`src/rtl/dct8_pkg.sv`:
```
package dct8_pkg;
  // Number of points per transform
  localparam int DCT_N = 8;
  // Fraction bits of the rotation constants
  localparam int CONST_FRAC = 12;

  // Rotation constants in units of 2^-CONST_FRAC
  localparam int unsigned K_C1  = 4017;  // cos(pi/16)
  localparam int unsigned K_S1  = 799;   // sin(pi/16)
  localparam int unsigned K_C3  = 3406;  // cos(3pi/16)
  localparam int unsigned K_S3  = 2276;  // sin(3pi/16)
  localparam int unsigned K_R2C = 5352;  // sqrt2*cos(pi/8)
  localparam int unsigned K_R2S = 2217;  // sqrt2*sin(pi/8)
  localparam int unsigned K_RT2 = 5793;  // sqrt2

  // Constant used by rotation product slot idx
  function automatic int unsigned rot_const(input int idx);
    case (idx)
      0, 3:    return K_C3;
      1, 2:    return K_S3;
      4, 7:    return K_C1;
      5, 6:    return K_S1;
      8, 11:   return K_R2C;
      default: return K_R2S;
    endcase
  endfunction
endpackage

```
`src/rtl/dct8_const_mul.sv`:
```
// Constant product built only from shifted copies of the operand.
// The result is rounded back to the operand's scale.
module dct8_const_mul #(
  parameter int          IW   = 19,
  parameter int          CB   = 12,
  parameter int unsigned CVAL = 0
) (
  input  logic signed [IW-1:0] a_i,
  output logic signed [IW-1:0] p_o
);
  localparam int PW = IW + CB + 2;
  localparam int NB = CB + 1;
  localparam logic [31:0] CV = 32'(CVAL);
  localparam logic signed [PW-1:0] RHALF = PW'(1) <<< (CB - 1);

  logic signed [PW-1:0] ext;
  logic signed [PW-1:0] acc [NB+1];

  assign ext    = PW'(a_i);
  assign acc[0] = '0;

  for (genvar i = 0; i < NB; i++) begin : g_bit
    if (CV[i]) begin : g_add
      assign acc[i+1] = acc[i] + (ext <<< i);
    end else begin : g_pass
      assign acc[i+1] = acc[i];
    end
  end

  assign p_o = IW'((acc[NB] + RHALF) >>> CB);
endmodule

```
`src/rtl/dct8_collector.sv`:
```
// Gathers eight accepted samples and hands the full group over in one edge.
module dct8_collector #(
  parameter int W = 12,
  parameter int N = 8
) (
  input  logic                clk_i,
  input  logic                rst_ni,
  input  logic                in_valid_i,
  input  logic signed [W-1:0] in_sample_i,
  output logic signed [W-1:0] grp_o [N],
  output logic                go_o
);
  localparam int CW = $clog2(N);
  localparam logic [CW-1:0] LAST = CW'(N - 1);

  logic [CW-1:0]       cnt_q, cnt_d;
  logic                go_q;
  logic                fill_en, grp_en;
  logic signed [W-1:0] fill_q [N-1];
  logic signed [W-1:0] grp_q  [N];

  always_comb begin
    fill_en = in_valid_i && (cnt_q != LAST);
    grp_en  = in_valid_i && (cnt_q == LAST);
    cnt_d   = cnt_q;
    if (in_valid_i) cnt_d = grp_en ? '0 : cnt_q + 1'b1;
  end

  always_ff @(posedge clk_i or negedge rst_ni) begin
    if (!rst_ni) begin
      cnt_q <= '0;
      go_q  <= 1'b0;
    end else begin
      cnt_q <= cnt_d;
      go_q  <= grp_en;
    end
  end

  always_ff @(posedge clk_i) begin
    if (fill_en) fill_q[cnt_q] <= in_sample_i;
  end

  always_ff @(posedge clk_i) begin
    if (grp_en) begin
      for (int n = 0; n < N - 1; n++) grp_q[n] <= fill_q[n];
      grp_q[N-1] <= in_sample_i;
    end
  end

  assign grp_o = grp_q;
  assign go_o  = go_q;


  idle_ignored_chk: assert property (@(posedge clk_i) disable iff (!rst_ni)
    !in_valid_i |=> ($stable(cnt_q) && !go_q));
endmodule

```
`src/rtl/dct8_loeffler.sv`:
```
// Loeffler flow graph with shift-add constants.
// Each output is the flow result divided by eight, rounded half-up and clamped.
module dct8_loeffler #(
  parameter int W = 12,
  parameter int F = 3
) (
  input  logic signed [W-1:0] x_i [dct8_pkg::DCT_N],
  output logic signed [W-1:0] y_o [dct8_pkg::DCT_N]
);
  localparam int N  = dct8_pkg::DCT_N;
  localparam int IW = W + 4 + F;
  localparam int SH = F + 3;
  localparam logic signed [IW-1:0] HALF = IW'(1) <<< (SH - 1);
  localparam logic signed [IW-1:0] QMAX = IW'((1 <<< (W - 1)) - 1);
  localparam logic signed [IW-1:0] QMIN = -QMAX - IW'(1);

  logic signed [IW-1:0] a  [N];
  logic signed [IW-1:0] b  [4];
  logic signed [IW-1:0] mi [12];
  logic signed [IW-1:0] mo [12];
  logic signed [IW-1:0] c4, c5, c6, c7, d4, d5, d6, d7, r5, r6;
  logic signed [IW-1:0] lr [N];
  logic signed [IW-1:0] q  [N];

  // input butterfly, even split and rotation operands
  always_comb begin
    for (int n = 0; n < N / 2; n++) begin
      a[n]       = (IW'(x_i[n]) + IW'(x_i[N-1-n])) <<< F;
      a[N-1-n]   = (IW'(x_i[n]) - IW'(x_i[N-1-n])) <<< F;
    end
    b[0] = a[0] + a[3];
    b[1] = a[1] + a[2];
    b[2] = a[1] - a[2];
    b[3] = a[0] - a[3];
    mi[0] = a[4];  mi[1] = a[7];  mi[2]  = a[4]; mi[3]  = a[7];
    mi[4] = a[5];  mi[5] = a[6];  mi[6]  = a[5]; mi[7]  = a[6];
    mi[8] = b[3];  mi[9] = b[2];  mi[10] = b[3]; mi[11] = b[2];
  end

  for (genvar g = 0; g < 12; g++) begin : g_rot
    dct8_const_mul #(
      .IW  (IW),
      .CB  (dct8_pkg::CONST_FRAC),
      .CVAL(dct8_pkg::rot_const(g))
    ) u_mul (
      .a_i(mi[g]),
      .p_o(mo[g])
    );
  end

  // odd-part rotations and their cross butterfly
  always_comb begin
    c4 = mo[0] + mo[1];
    c7 = mo[3] - mo[2];
    c5 = mo[4] + mo[5];
    c6 = mo[7] - mo[6];
    d4 = c4 + c6;
    d6 = c4 - c6;
    d7 = c7 + c5;
    d5 = c7 - c5;
  end

  dct8_const_mul #(.IW(IW), .CB(dct8_pkg::CONST_FRAC), .CVAL(dct8_pkg::K_RT2))
    u_rt2_a (.a_i(d5), .p_o(r5));
  dct8_const_mul #(.IW(IW), .CB(dct8_pkg::CONST_FRAC), .CVAL(dct8_pkg::K_RT2))
    u_rt2_b (.a_i(d6), .p_o(r6));

  // outputs, scaling, rounding and clamping
  always_comb begin
    lr[0] = b[0] + b[1];
    lr[4] = b[0] - b[1];
    lr[2] = mo[8] + mo[9];
    lr[6] = mo[10] - mo[11];
    lr[1] = d7 + d4;
    lr[7] = d7 - d4;
    lr[3] = r5;
    lr[5] = r6;
    for (int k = 0; k < N; k++) begin
      q[k] = (lr[k] + HALF) >>> SH;
      if (q[k] > QMAX)      y_o[k] = QMAX[W-1:0];
      else if (q[k] < QMIN) y_o[k] = QMIN[W-1:0];
      else                  y_o[k] = q[k][W-1:0];
    end
  end
endmodule

```
`src/rtl/dct8_serializer.sv`:
```
// Holds one group of coefficients and emits them one per clock.
module dct8_serializer #(
  parameter int W = 12,
  parameter int N = 8
) (
  input  logic                clk_i,
  input  logic                rst_ni,
  input  logic                go_i,
  input  logic signed [W-1:0] coef_i [N],
  output logic                out_valid_o,
  output logic signed [W-1:0] out_coef_o
);
  localparam int CW = $clog2(N);
  localparam logic [CW-1:0] LAST = CW'(N - 1);

  logic [CW-1:0]       idx_q, idx_d;
  logic                busy_q, busy_d;
  logic signed [W-1:0] coef_q [N];

  always_comb begin
    idx_d  = idx_q;
    busy_d = busy_q;
    if (go_i) begin
      idx_d  = '0;
      busy_d = 1'b1;
    end else if (busy_q) begin
      if (idx_q == LAST) busy_d = 1'b0;
      else               idx_d  = idx_q + 1'b1;
    end
  end

  always_ff @(posedge clk_i or negedge rst_ni) begin
    if (!rst_ni) begin
      idx_q  <= '0;
      busy_q <= 1'b0;
    end else begin
      idx_q  <= idx_d;
      busy_q <= busy_d;
    end
  end

  always_ff @(posedge clk_i) begin
    if (go_i) coef_q <= coef_i;
  end

  assign out_valid_o = busy_q;
  assign out_coef_o  = coef_q[idx_q];


  burst_step_chk: assert property (@(posedge clk_i) disable iff (!rst_ni)
    (busy_q && idx_q != LAST && !go_i) |=> (busy_q && idx_q == CW'($past(idx_q) + 1'b1)));

  burst_end_chk: assert property (@(posedge clk_i) disable iff (!rst_ni)
    (busy_q && idx_q == LAST && !go_i) |=> !busy_q);

  burst_start_chk: assert property (@(posedge clk_i) disable iff (!rst_ni)
    go_i |=> (busy_q && idx_q == '0));

  seamless_chk: assert property (@(posedge clk_i) disable iff (!rst_ni)
    (go_i && busy_q) |-> (idx_q == LAST));
endmodule

```
`src/rtl/dct8_serial.sv`:
```
module dct8_serial #(
  parameter int W = 12,
  parameter int F = 3
) (
  input  logic         clk,
  input  logic         rst_n,
  input  logic         in_valid,
  input  logic [W-1:0] in_sample,
  output logic         out_valid,
  output logic [W-1:0] out_coef
);
  localparam int N = dct8_pkg::DCT_N;

  logic [1:0]          rsync_q;
  logic                rst_int;
  logic signed [W-1:0] grp  [N];
  logic signed [W-1:0] coef [N];
  logic                go;

  // asynchronous assertion, synchronous release
  always_ff @(posedge clk or negedge rst_n) begin
    if (!rst_n) rsync_q <= '0;
    else        rsync_q <= {rsync_q[0], 1'b1};
  end
  assign rst_int = rsync_q[1];

  dct8_collector #(.W(W), .N(N)) u_collect (
    .clk_i      (clk),
    .rst_ni     (rst_int),
    .in_valid_i (in_valid),
    .in_sample_i(in_sample),
    .grp_o      (grp),
    .go_o       (go)
  );

  dct8_loeffler #(.W(W), .F(F)) u_xform (
    .x_i(grp),
    .y_o(coef)
  );

  dct8_serializer #(.W(W), .N(N)) u_emit (
    .clk_i      (clk),
    .rst_ni     (rst_int),
    .go_i       (go),
    .coef_i     (coef),
    .out_valid_o(out_valid),
    .out_coef_o (out_coef)
  );
endmodule

```
`config.mk`:
```
export PLATFORM = sky130hd
export DESIGN_NAME = dct8_serial
export DESIGN_NICKNAME = d
export VERILOG_FILES = /design/src/rtl/dct8_pkg.sv /design/src/rtl/dct8_const_mul.sv /design/src/rtl/dct8_collector.sv /design/src/rtl/dct8_loeffler.sv /design/src/rtl/dct8_serializer.sv /design/src/rtl/dct8_serial.sv
export SDC_FILE = /design/constraint.sdc
export NUM_CORES = 2
export LEC_CHECK = 0
export ABC_AREA = 1
export ABC_CLOCK_PERIOD_IN_PS = 3840
export BUFFER_PORTS_ARGS = -buffer_cell sky130_fd_sc_hd__buf_2
export CORE_UTILIZATION = 30
export DETAILED_ROUTE_END_ITERATION = 8
export MAX_ROUTING_LAYER = met4
export PLACE_DENSITY = 0.51
export SYNTH_ARGS = -nofsm -noshare
export SYNTH_HDL_FRONTEND = slang
export SYNTH_SLANG_ARGS = --single-unit
```
`constraint.sdc`:
```
create_clock -name clk -period 3.84 [get_ports clk]
set_clock_uncertainty 0.15 [all_clocks]
set_input_delay 0.768 -clock clk [delete_from_list [all_inputs] [get_ports clk]]
set_output_delay 0.768 -clock clk [all_outputs]
set_load 0.05 [all_outputs]
```
==> After elaboration in Yosys (flattened, before gate mapping) <==
Memories as Yosys holds them, arrays and structs flattened. A register that Yosys moved wholly into a read port is not among the register bits.
Cells that the tools add are included.
{ "word_totals": {"ram_bits": 84, "output_inout_bits": 13, "n_memories": 1, "input_bits": 15, "ff_bits": 118, "word_cells": 185} }
{ "op_classes": {"bitwise": 1, "addsub": 124, "eq_ne": 4, "mux": 20, "n_lt_le_gt_ge": 17, "n_reduce_logical": 4} }
{ "mem_list": {"columns": ["memory", "words", "word_bits", "rd", "rd_clocked_by_memory_dff", "write_ports", "line_no", "rtl"], "rows": [
  ["u_collect.fill_q", 7, 12, 7, 7, 1, "dct8_collector.sv:19", "logic signed [W-1:0] fill_q [N-1];"]
]} }
{ "ops": {"columns": ["operator", "n"], "rows": [
  ["adder 31 x 13 -> 31 bit (second input constant)", 14],
  ["adder 19 x 7 -> 19 bit (second input constant)", 8],
  ["adder 19 bit", 7],
  ["subtractor 19 bit", 7],
  ["two-way mux 12 bit", 10],
  ["adder 27 x 27 -> 28 bit", 4],
  ["adder 25 x 26 -> 27 bit", 4],
  ["adder 25 x 25 -> 26 bit", 4],
  ["> comparator 13 x 12 -> 1 bit (second input constant)", 8],
  ["less-than comparator 13 x 12 -> 1 bit (second input constant)", 8],
  ["adder 23 x 24 -> 25 bit", 4],
  ["adder 24 x 24 -> 25 bit", 4],
  ["adder 23 x 23 -> 24 bit", 4],
  ["adder 20 x 22 -> 23 bit", 4],
  ["adder 19 x 19 -> 20 bit", 4],
  ["adder 31 bit", 2],
  ["adder 28 x 29 -> 30 bit", 2],
  ["adder 29 x 29 -> 30 bit", 2],
  ["adder 25 x 28 -> 29 bit", 2],
  ["adder 27 x 28 -> 29 bit", 2],
  ["adder 24 x 27 -> 28 bit", 2],
  ["adder 25 x 27 -> 28 bit", 2],
  ["adder 26 x 26 -> 27 bit", 2],
  ["adder 12 x 12 -> 13 bit", 4],
  ["other kinds (28)", 56]
]} }

==> Longest topological paths before layout <==
{ "depth": {"depth_word": 20, "depth_mapped": 95, "ltp_nobuf": 94} }

==> Hierarchy <==
From an unflattened synthesis, not the netlist that was laid out.
{ "hier_totals": {"hier_cells": 10583, "hier_area_um2": 80134.4} }
{ "by_module_without_submodules": {"columns": ["module", "cells_each", "instances", "seq_area_each_um2", "area_each_um2"], "rows": [
  ["dct8_loeffler", 3003, 1, 0.0, 19152.1],
  ["dct8_const_mul (u_xform.g_rot[4].u_mul ...)", 531, 2, 0.0, 4269.1],
  ["dct8_const_mul (u_xform.g_rot[0].u_mul ...)", 533, 2, 0.0, 4090.2],
  ["dct8_const_mul (u_xform.g_rot[1].u_mul ...)", 420, 2, 0.0, 2952.8],
  ["dct8_collector", 213, 1, 5505.3, 5641.7],
  ["dct8_const_mul (u_xform.g_rot[5].u_mul)", 639, 1, 0.0, 4451.8],
  ["dct8_const_mul (u_xform.g_rot[6].u_mul)", 649, 1, 0.0, 4438.0],
  ["dct8_serializer", 432, 1, 2982.9, 4357.9],
  ["dct8_const_mul (u_xform.g_rot[8].u_mul)", 455, 1, 0.0, 3385.7],
  ["dct8_const_mul (u_xform.g_rot[11].u_mul)", 453, 1, 0.0, 3357.0],
  ["dct8_const_mul (u_xform.u_rt2_a)", 437, 1, 0.0, 3204.3],
  ["dct8_const_mul (u_xform.u_rt2_b)", 434, 1, 0.0, 3191.8],
  ["dct8_const_mul (u_xform.g_rot[10].u_mul)", 454, 1, 0.0, 3149.3],
  ["dct8_const_mul (u_xform.g_rot[9].u_mul)", 443, 1, 0.0, 3126.7],
  ["dct8_serial", 3, 1, 50.0, 53.8]
]} }

==> Worst setup path before layout <==
OpenSTA, ideal clock, no wires.
{ "synth_timing": {"path_type": "reg2reg", "startpoint": "reg u_collect.grp_q (netlist bit u_collect.grp_o[50]), read port of u_collect.fill_q", "endpoint": "reg u_emit.coef_q[32] in the netlist's numbering, data pin", "slack_ps": -10552, "t_required_ps": 3437, "path_stages_with_launch": 85, "n_path_buf": 1, "setup_time_ps": 253, "synth_period_minus_slack_ps": 14392, "t_arrival_ps": 13989, "path_cell_list": "edfxtp_1 ha_1 inv_1 o31ai_1 a21oi_1 o21ai_0 nand2_1 nand2_1 a21oi_1 o21bai_1 a21oi_1 inv_1 a21oi_1 o21ai_0 xor2_1 inv_1 fa_1 fa_1 (+49 left out) nor2_1 a211oi_1 xor2_1 ha_1 a21oi_1 a21boi_0 nand2_1 nand2_1 nand2_1 nor2_1 nand3_1 nand2_1 nand2_1 inv_1 nand3_1 buf_4 nand2_1 nand2_1"} }
{ "synth_between": {"elab_chain_cells": 19, "elab_cells_between_ends": 20, "classes_between": "add/sub: 17; order compare: 2; mux: 1"} }
{ "synth_rtl": {"columns": ["element", "line_no", "rtl"], "rows": [
  ["from (decl)", "dct8_collector.sv:20", "logic signed [W-1:0] grp_q [N];"],
  ["subtractor 12 x 12 -> 13 bit *", "dct8_loeffler.sv:29", "a[N-1-n] = (IW'(x_i[n]) - IW'(x_i[N-1-n])) <<< F;"],
  ["adder 17 x 18 -> 19 bit", "dct8_const_mul.sv:24", "assign acc[i+1] = acc[i] + (ext <<< i);"],
  ["adder 19 x 19 -> 20 bit", "dct8_const_mul.sv:24", null],
  ["adder 20 x 22 -> 23 bit", "dct8_const_mul.sv:24", null],
  ["adder 23 x 24 -> 25 bit", "dct8_const_mul.sv:24", null],
  ["adder 25 x 26 -> 27 bit", "dct8_const_mul.sv:24", null],
  ["adder 27 x 27 -> 28 bit *", "dct8_const_mul.sv:24", null],
  ["adder 31 x 13 -> 31 bit *", "dct8_const_mul.sv:30", "assign p_o = IW'((acc[NB] + RHALF) >>> CB);"],
  ["(+3 left out)", null, null],
  ["adder 25 x 26 -> 27 bit", "dct8_const_mul.sv:24", null],
  ["adder 27 x 28 -> 29 bit", "dct8_const_mul.sv:24", null],
  ["adder 29 x 29 -> 30 bit", "dct8_const_mul.sv:24", null],
  ["adder 31 bit *", "dct8_const_mul.sv:24", null],
  ["adder 31 x 13 -> 31 bit *", "dct8_const_mul.sv:30", null],
  ["adder 19 x 7 -> 19 bit *", "dct8_loeffler.sv:79", "q[k] = (lr[k] + HALF) >>> SH;"],
  ["less-than comparator 13 x 12 -> 1 bit", "dct8_loeffler.sv:81", "else if (q[k] < QMIN) y_o[k] = QMIN[W-1:0];"],
  ["two-way mux 12 bit", "dct8_loeffler.sv:81", null],
  ["to (signal assigned)", "dct8_serializer.sv:43", "if (go_i) coef_q <= coef_i;"],
  ["to (decl)", "dct8_serializer.sv:18", "logic signed [W-1:0] coef_q [N];"]
]} }
Every way passes the cells marked *; elsewhere a longest branch is shown, timed or not.
A chain may end at the register's enable or synchronous reset.

==> Final worst setup path <==
{ "layout_timing": {"startpoint": "reg u_collect.grp_q (netlist bit u_collect.grp_o[86]), read port of u_collect.fill_q", "endpoint": "reg u_emit.coef_q[54] in the netlist's numbering, data pin"} }
{ "layout_between": {"elab_chain_cells": 19, "elab_cells_between_ends": 20, "classes_between": "add/sub: 17; order compare: 2; mux: 1"} }
{ "layout_rtl": {"columns": ["element", "line_no"], "rows": [
  ["subtractor 12 x 12 -> 13 bit *", "dct8_loeffler.sv:29"],
  ["adder 17 x 18 -> 19 bit", "dct8_const_mul.sv:24"],
  ["adder 19 x 19 -> 20 bit", "dct8_const_mul.sv:24"],
  ["adder 20 x 22 -> 23 bit", "dct8_const_mul.sv:24"],
  ["adder 23 x 24 -> 25 bit", "dct8_const_mul.sv:24"],
  ["adder 25 x 26 -> 27 bit", "dct8_const_mul.sv:24"],
  ["adder 27 x 27 -> 28 bit *", "dct8_const_mul.sv:24"],
  ["adder 31 x 13 -> 31 bit *", "dct8_const_mul.sv:30"],
  ["(+3 left out)", null],
  ["adder 25 x 26 -> 27 bit", "dct8_const_mul.sv:24"],
  ["adder 27 x 28 -> 29 bit", "dct8_const_mul.sv:24"],
  ["adder 29 x 29 -> 30 bit", "dct8_const_mul.sv:24"],
  ["adder 31 bit *", "dct8_const_mul.sv:24"],
  ["adder 31 x 13 -> 31 bit *", "dct8_const_mul.sv:30"],
  ["adder 19 x 7 -> 19 bit *", "dct8_loeffler.sv:79"],
  ["less-than comparator 13 x 12 -> 1 bit", "dct8_loeffler.sv:81"],
  ["two-way mux 12 bit", "dct8_loeffler.sv:81"]
]} }
Marked as above.

==> qor_table.md <==
| Item | Value |
|---|---|
| Run status | finished, violations left |
| Violations in the final reports | setup timing |
| Root Buffer | sky130_fd_sc_hd__clkbuf_16 |
| Number of instances in the synthesized netlist | 8536 |
| Endpoint kind of the worst setup timing path | flop |
| Residual antenna-violating net count after detailed routing | 0 |
| TritonCTS clock tree | done |
| Setup Crit Path Kind | reg -> reg |
| Primary FF master, synth | sky130_fd_sc_hd__edfxtp_1 |
| Total Wirelength | 221100 um |
| Count of TritonRoute iterations in the first routing pass | 5 |
| Clock latency of the later-clocked register in the worst-skew pair | 0.64 ns |
| Slowest stage cell on the critical path | sky130_fd_sc_hd__fa_1 |
| Cell taking the most area after synthesis | sky130_fd_sc_hd__ha_1 |
| # rows | 170 |
| Worst setup SP type | flop |
| Maximum fanout along the worst path | 6 |
| Flip-flop and latch count after synthesis | 286 |
| Fmax achieved | 0.07310 GHz |
| Total global routing overflow | 0 |
| Count of pins on the block boundary | 28 |
| Number of hold violations in the final report | 0 |
| Initial core utilization | 30.26% |
| Synthesized net count | 10176 |
| Maximum buffer depth of the clock tree | 3 |
| Clock period minus final worst setup slack | 13.68 ns |
| Final standard cell area without fillers | 0.1017 mm^2 |
| Highest cell delay on the worst timing path | 0.54 ns |
| Avg Synthesized Cell Area | 7.631 um^2 |
| Routability congestion estimate | 0.9380 |
| Util after Layout | 47.25% |
| Die footprint | 0.2190 mm^2 |
| Die Y | 468.0 um |
| Global routing usage summed across all routing layers | 20.04% |
| Pin count of the biggest net entering global routing | 51 |
| Clock-pin slew of the registers on the worst-case setup and hold paths | 0.06 ns |
| Overall die width | 468.0 um |
| Synth async-reset ratio | 3.497% |
| Number of unique standard cell types used by synthesis | 75 |
| Setup ws final | -9.841 ns |
| Min-Delay Path Class | reg -> reg |
| Crit Reg-Reg Startpoint | u_collect.grp_o[86]$_DFFE_PP_ |
| Unrepaired setup endpoints after global routing | yes |
| Wire length per cell after detailed routing | 15.34 um |
| Final Slew Violations | 0 |
| Detailed Route Iter0 Violations | 2776 |
| End of the worst register-to-register path | u_emit.coef_q[54]$_SDFFCE_PN1P_ |
| DRC violations left | 0 |
| Smallest hold slack | 0.2009 ns |
| Ranking of synthesized cells by instance count | sky130_fd_sc_hd__inv_1, sky130_fd_sc_hd__nand2_1, sky130_fd_sc_hd__ha_1, sky130_fd_sc_hd__xor2_1, sky130_fd_sc_hd__a21oi_1 |
| Capture endpoint of the worst hold path | rsync_q[1]$_DFF_PN0_ |
| Fin crit share | 356.3% |
| Final HPWL DP | 190300 um |
| Cts bufs inserted | 31 |
| Area growth from synthesis to final layout | 56.13% |
| Via count of the first global-routing pass | 66091 |
| Post-synth EDFFs | 276 |
| Cell area after synthesis | 0.06514 mm^2 |
| Cell with the most instances after synthesis | sky130_fd_sc_hd__inv_1 |
| Required time at the endpoint of the critical path | 4.09 ns |
| Hold Crit Start | rsync_q[0]$_DFF_PN0_ |
| Worst reg-to-reg setup slack | -9.84 ns |
| Total via count in the routed design | 65095 |
| Clock Sinks | 286 |
| Setup total negative slack | -607.30 ns |
| Port Buffer Count | 27 |
| Max transition margin | 35.81% |
| CTS H-Tree Depth | 1 |
| Post-synthesis sequential area ratio | 13.11% |
| Setup Viol. Count Final | 96 |
| Leading cell types by total area after synthesis | sky130_fd_sc_hd__ha_1, sky130_fd_sc_hd__fa_1, sky130_fd_sc_hd__edfxtp_1, sky130_fd_sc_hd__inv_1, sky130_fd_sc_hd__nand2_1 |
| Length in cells of the worst reg-to-reg path | 78 |
| # nets final | 13188 |
| Yosys warns | 0 |
| Worst Hold Depth | 0 |
| Fraction of synthesized cell area taken by the top area cell type | 22.57% |
| Fraction of final layout cells sized beyond drive strength 1 | 40.49% |
| Initial antenna violation count | 4 |
| Crit path DAT | 13.93 ns |
| Count of maximum capacitance violations | 0 |
| Vias per Instance | 4.517 |
| DP Area | 0.09027 mm^2 |
| Global-route wire length before repair | 343000 um |
| Worst-margin pin slew | 0.9629 ns |
| CORE AREA | 0.2153 mm^2 |
-- critical path: cells and delay by family, from the launching register on --
| kind | cells | cell delay [ns] |
|---|---|---|
| adders and majority gates | 12 | 5.08 |
| AOI/OAI and AO/OA | 19 | 2.72 |
| and+or+nand+nor | 25 | 2.51 |
| buffers and inverters | 15 | 1.30 |
| xor gates and xnor gates | 7 | 1.25 |
| DFF | 1 | 0.44 |
-- through the flow --
| stage | setup WS [ns] | std cells |
|---|---|---|
| detailed placement | -10.74 | 14022 |
| finish | -9.841 | 14412 |
| global route | -10.64 | 14410 |
| floorplan | -9.397 | 8536 |
| global placement | -10.53 | 14022 |
| CTS | -9.650 | 14255 |
-- layer usage --
metal / track usage (%) / share of wire, % / vias up
li1: - / - / 33398
met1: 25.83 / 47 / 30868
met2: 35.00 / 49 / 649
met3: 1.124 / 2.0 / 180
met4: 3.130 / 1.9 / 0
met5: - / 0 / -
-- cells by family (layout without fill, tap and decap cells) --
| group | after synthesis | in the layout | share of synthesized area, % |
|---|---|---|---|
| and+or+nand+nor | 2807 | 2810 | 18.66 |
| other | 1 | 4 | 0.005757 |
| xor gates and xnor gates | 744 | 744 | 10.07 |
| buffers and inverters | 1830 | 4862 | 10.63 |
| DFF | 286 | 286 | 13.11 |
| AOI/OAI and AO/OA | 1243 | 1243 | 11.13 |
| adders and majority gates | 1625 | 1625 | 36.40 |
-- state kept, by name, indices dropped and copies added (netlist names) --
| signal | flops |
|---|---|
| u_collect.grp_o | 72 |
| u_collect.fill_q | 84 |
| u_collect.go_o | 1 |
| rsync_q | 2 |
| grp | 24 |
| u_emit.coef_q | 96 |
| u_emit.idx_q | 3 |
| u_collect.cnt_q | 3 |
| u_emit.out_valid_o | 1 |
-- area by class of cell --
class                      count  area, um^2
sequential                   286        8542
fill                       20805      113500
inverter                    1777        6768
clock inverter                18       150.1
tap                         2838        3551
multi-input combinational   6423       58420
antenna                        3       7.507
clock buffer                  38       842.1
timing repair buffer        3029       23430
-- how the worst max path moves through the flow --
| stage | start | to | slack [ns] | depth (start not counted) |
|---|---|---|---|---|
| after floorplan | u_collect.grp_o[1]$_DFFE_PP_ | u_emit.coef_q[49]$_SDFFCE_PN1P_ | -9.40 | 83 |
| after global placement | u_collect.grp_o[14]$_DFFE_PP_ | u_emit.coef_q[58]$_SDFFCE_PN1P_ | -10.53 | 75 |
| after CTS | u_collect.grp_o[50]$_DFFE_PP_ | u_emit.coef_q[29]$_SDFFCE_PN1P_ | -9.65 | 84 |
| after global routing | u_collect.grp_o[50]$_DFFE_PP_ | u_emit.coef_q[32]$_SDFFCE_PN1P_ | -10.64 | 89 |
| final | u_collect.grp_o[86]$_DFFE_PP_ | u_emit.coef_q[54]$_SDFFCE_PN1P_ | -9.84 | 78 |
| after detailed placement | u_collect.grp_o[14]$_DFFE_PP_ | u_emit.coef_q[58]$_SDFFCE_PN1P_ | -10.74 | 78 |
-- timing repair --
action / CTS / global route
hold buffers: 1 / 0
endpoints found under the hold margin: 2 / 0
pin swaps: 310 / 654
endpoints found under the setup margin: 96 / 99
cloned: 5 / 6
setup buffers: 173 / 162
gates resized for setup: 621 / 1034
-- placed cells by master, fill, tap and decap left out, drive strengths merged, types with 4 or more instances in the layout --
| cell | n |
|---|---|
| fa | 450 |
| o211ai | 15 |
| clkbuf | 41 |
| buf | 3025 |
| a31oi | 39 |
| nand3 | 400 |
| and3 | 5 |
| a21boi | 14 |
| xor2 | 593 |
| or2 | 76 |
| nor3 | 96 |
| and2 | 19 |
| xnor2 | 151 |
| inv | 1769 |
| o22ai | 15 |
| a21o | 87 |
| nand3b | 27 |
| o21a | 7 |
| dfrtp | 10 |
| clkinv | 19 |
| o21bai | 134 |
| a221oi | 4 |
| a31o | 10 |
| o21ai | 281 |
| a22oi | 4 |
| o311ai | 7 |
| o31ai | 28 |
| ha | 1175 |
| o2111ai | 4 |
| clkinvlp | 6 |
| o221ai | 4 |
| nand4 | 72 |
| nor3b | 11 |
| nor4 | 30 |
| nor2 | 541 |
| a21oi | 569 |
| a211oi | 15 |
| nand2 | 1530 |
| edfxtp | 276 |
Power is not shown: default switching activity piles up to over one toggle a cycle in this logic, so the estimate is an artifact.
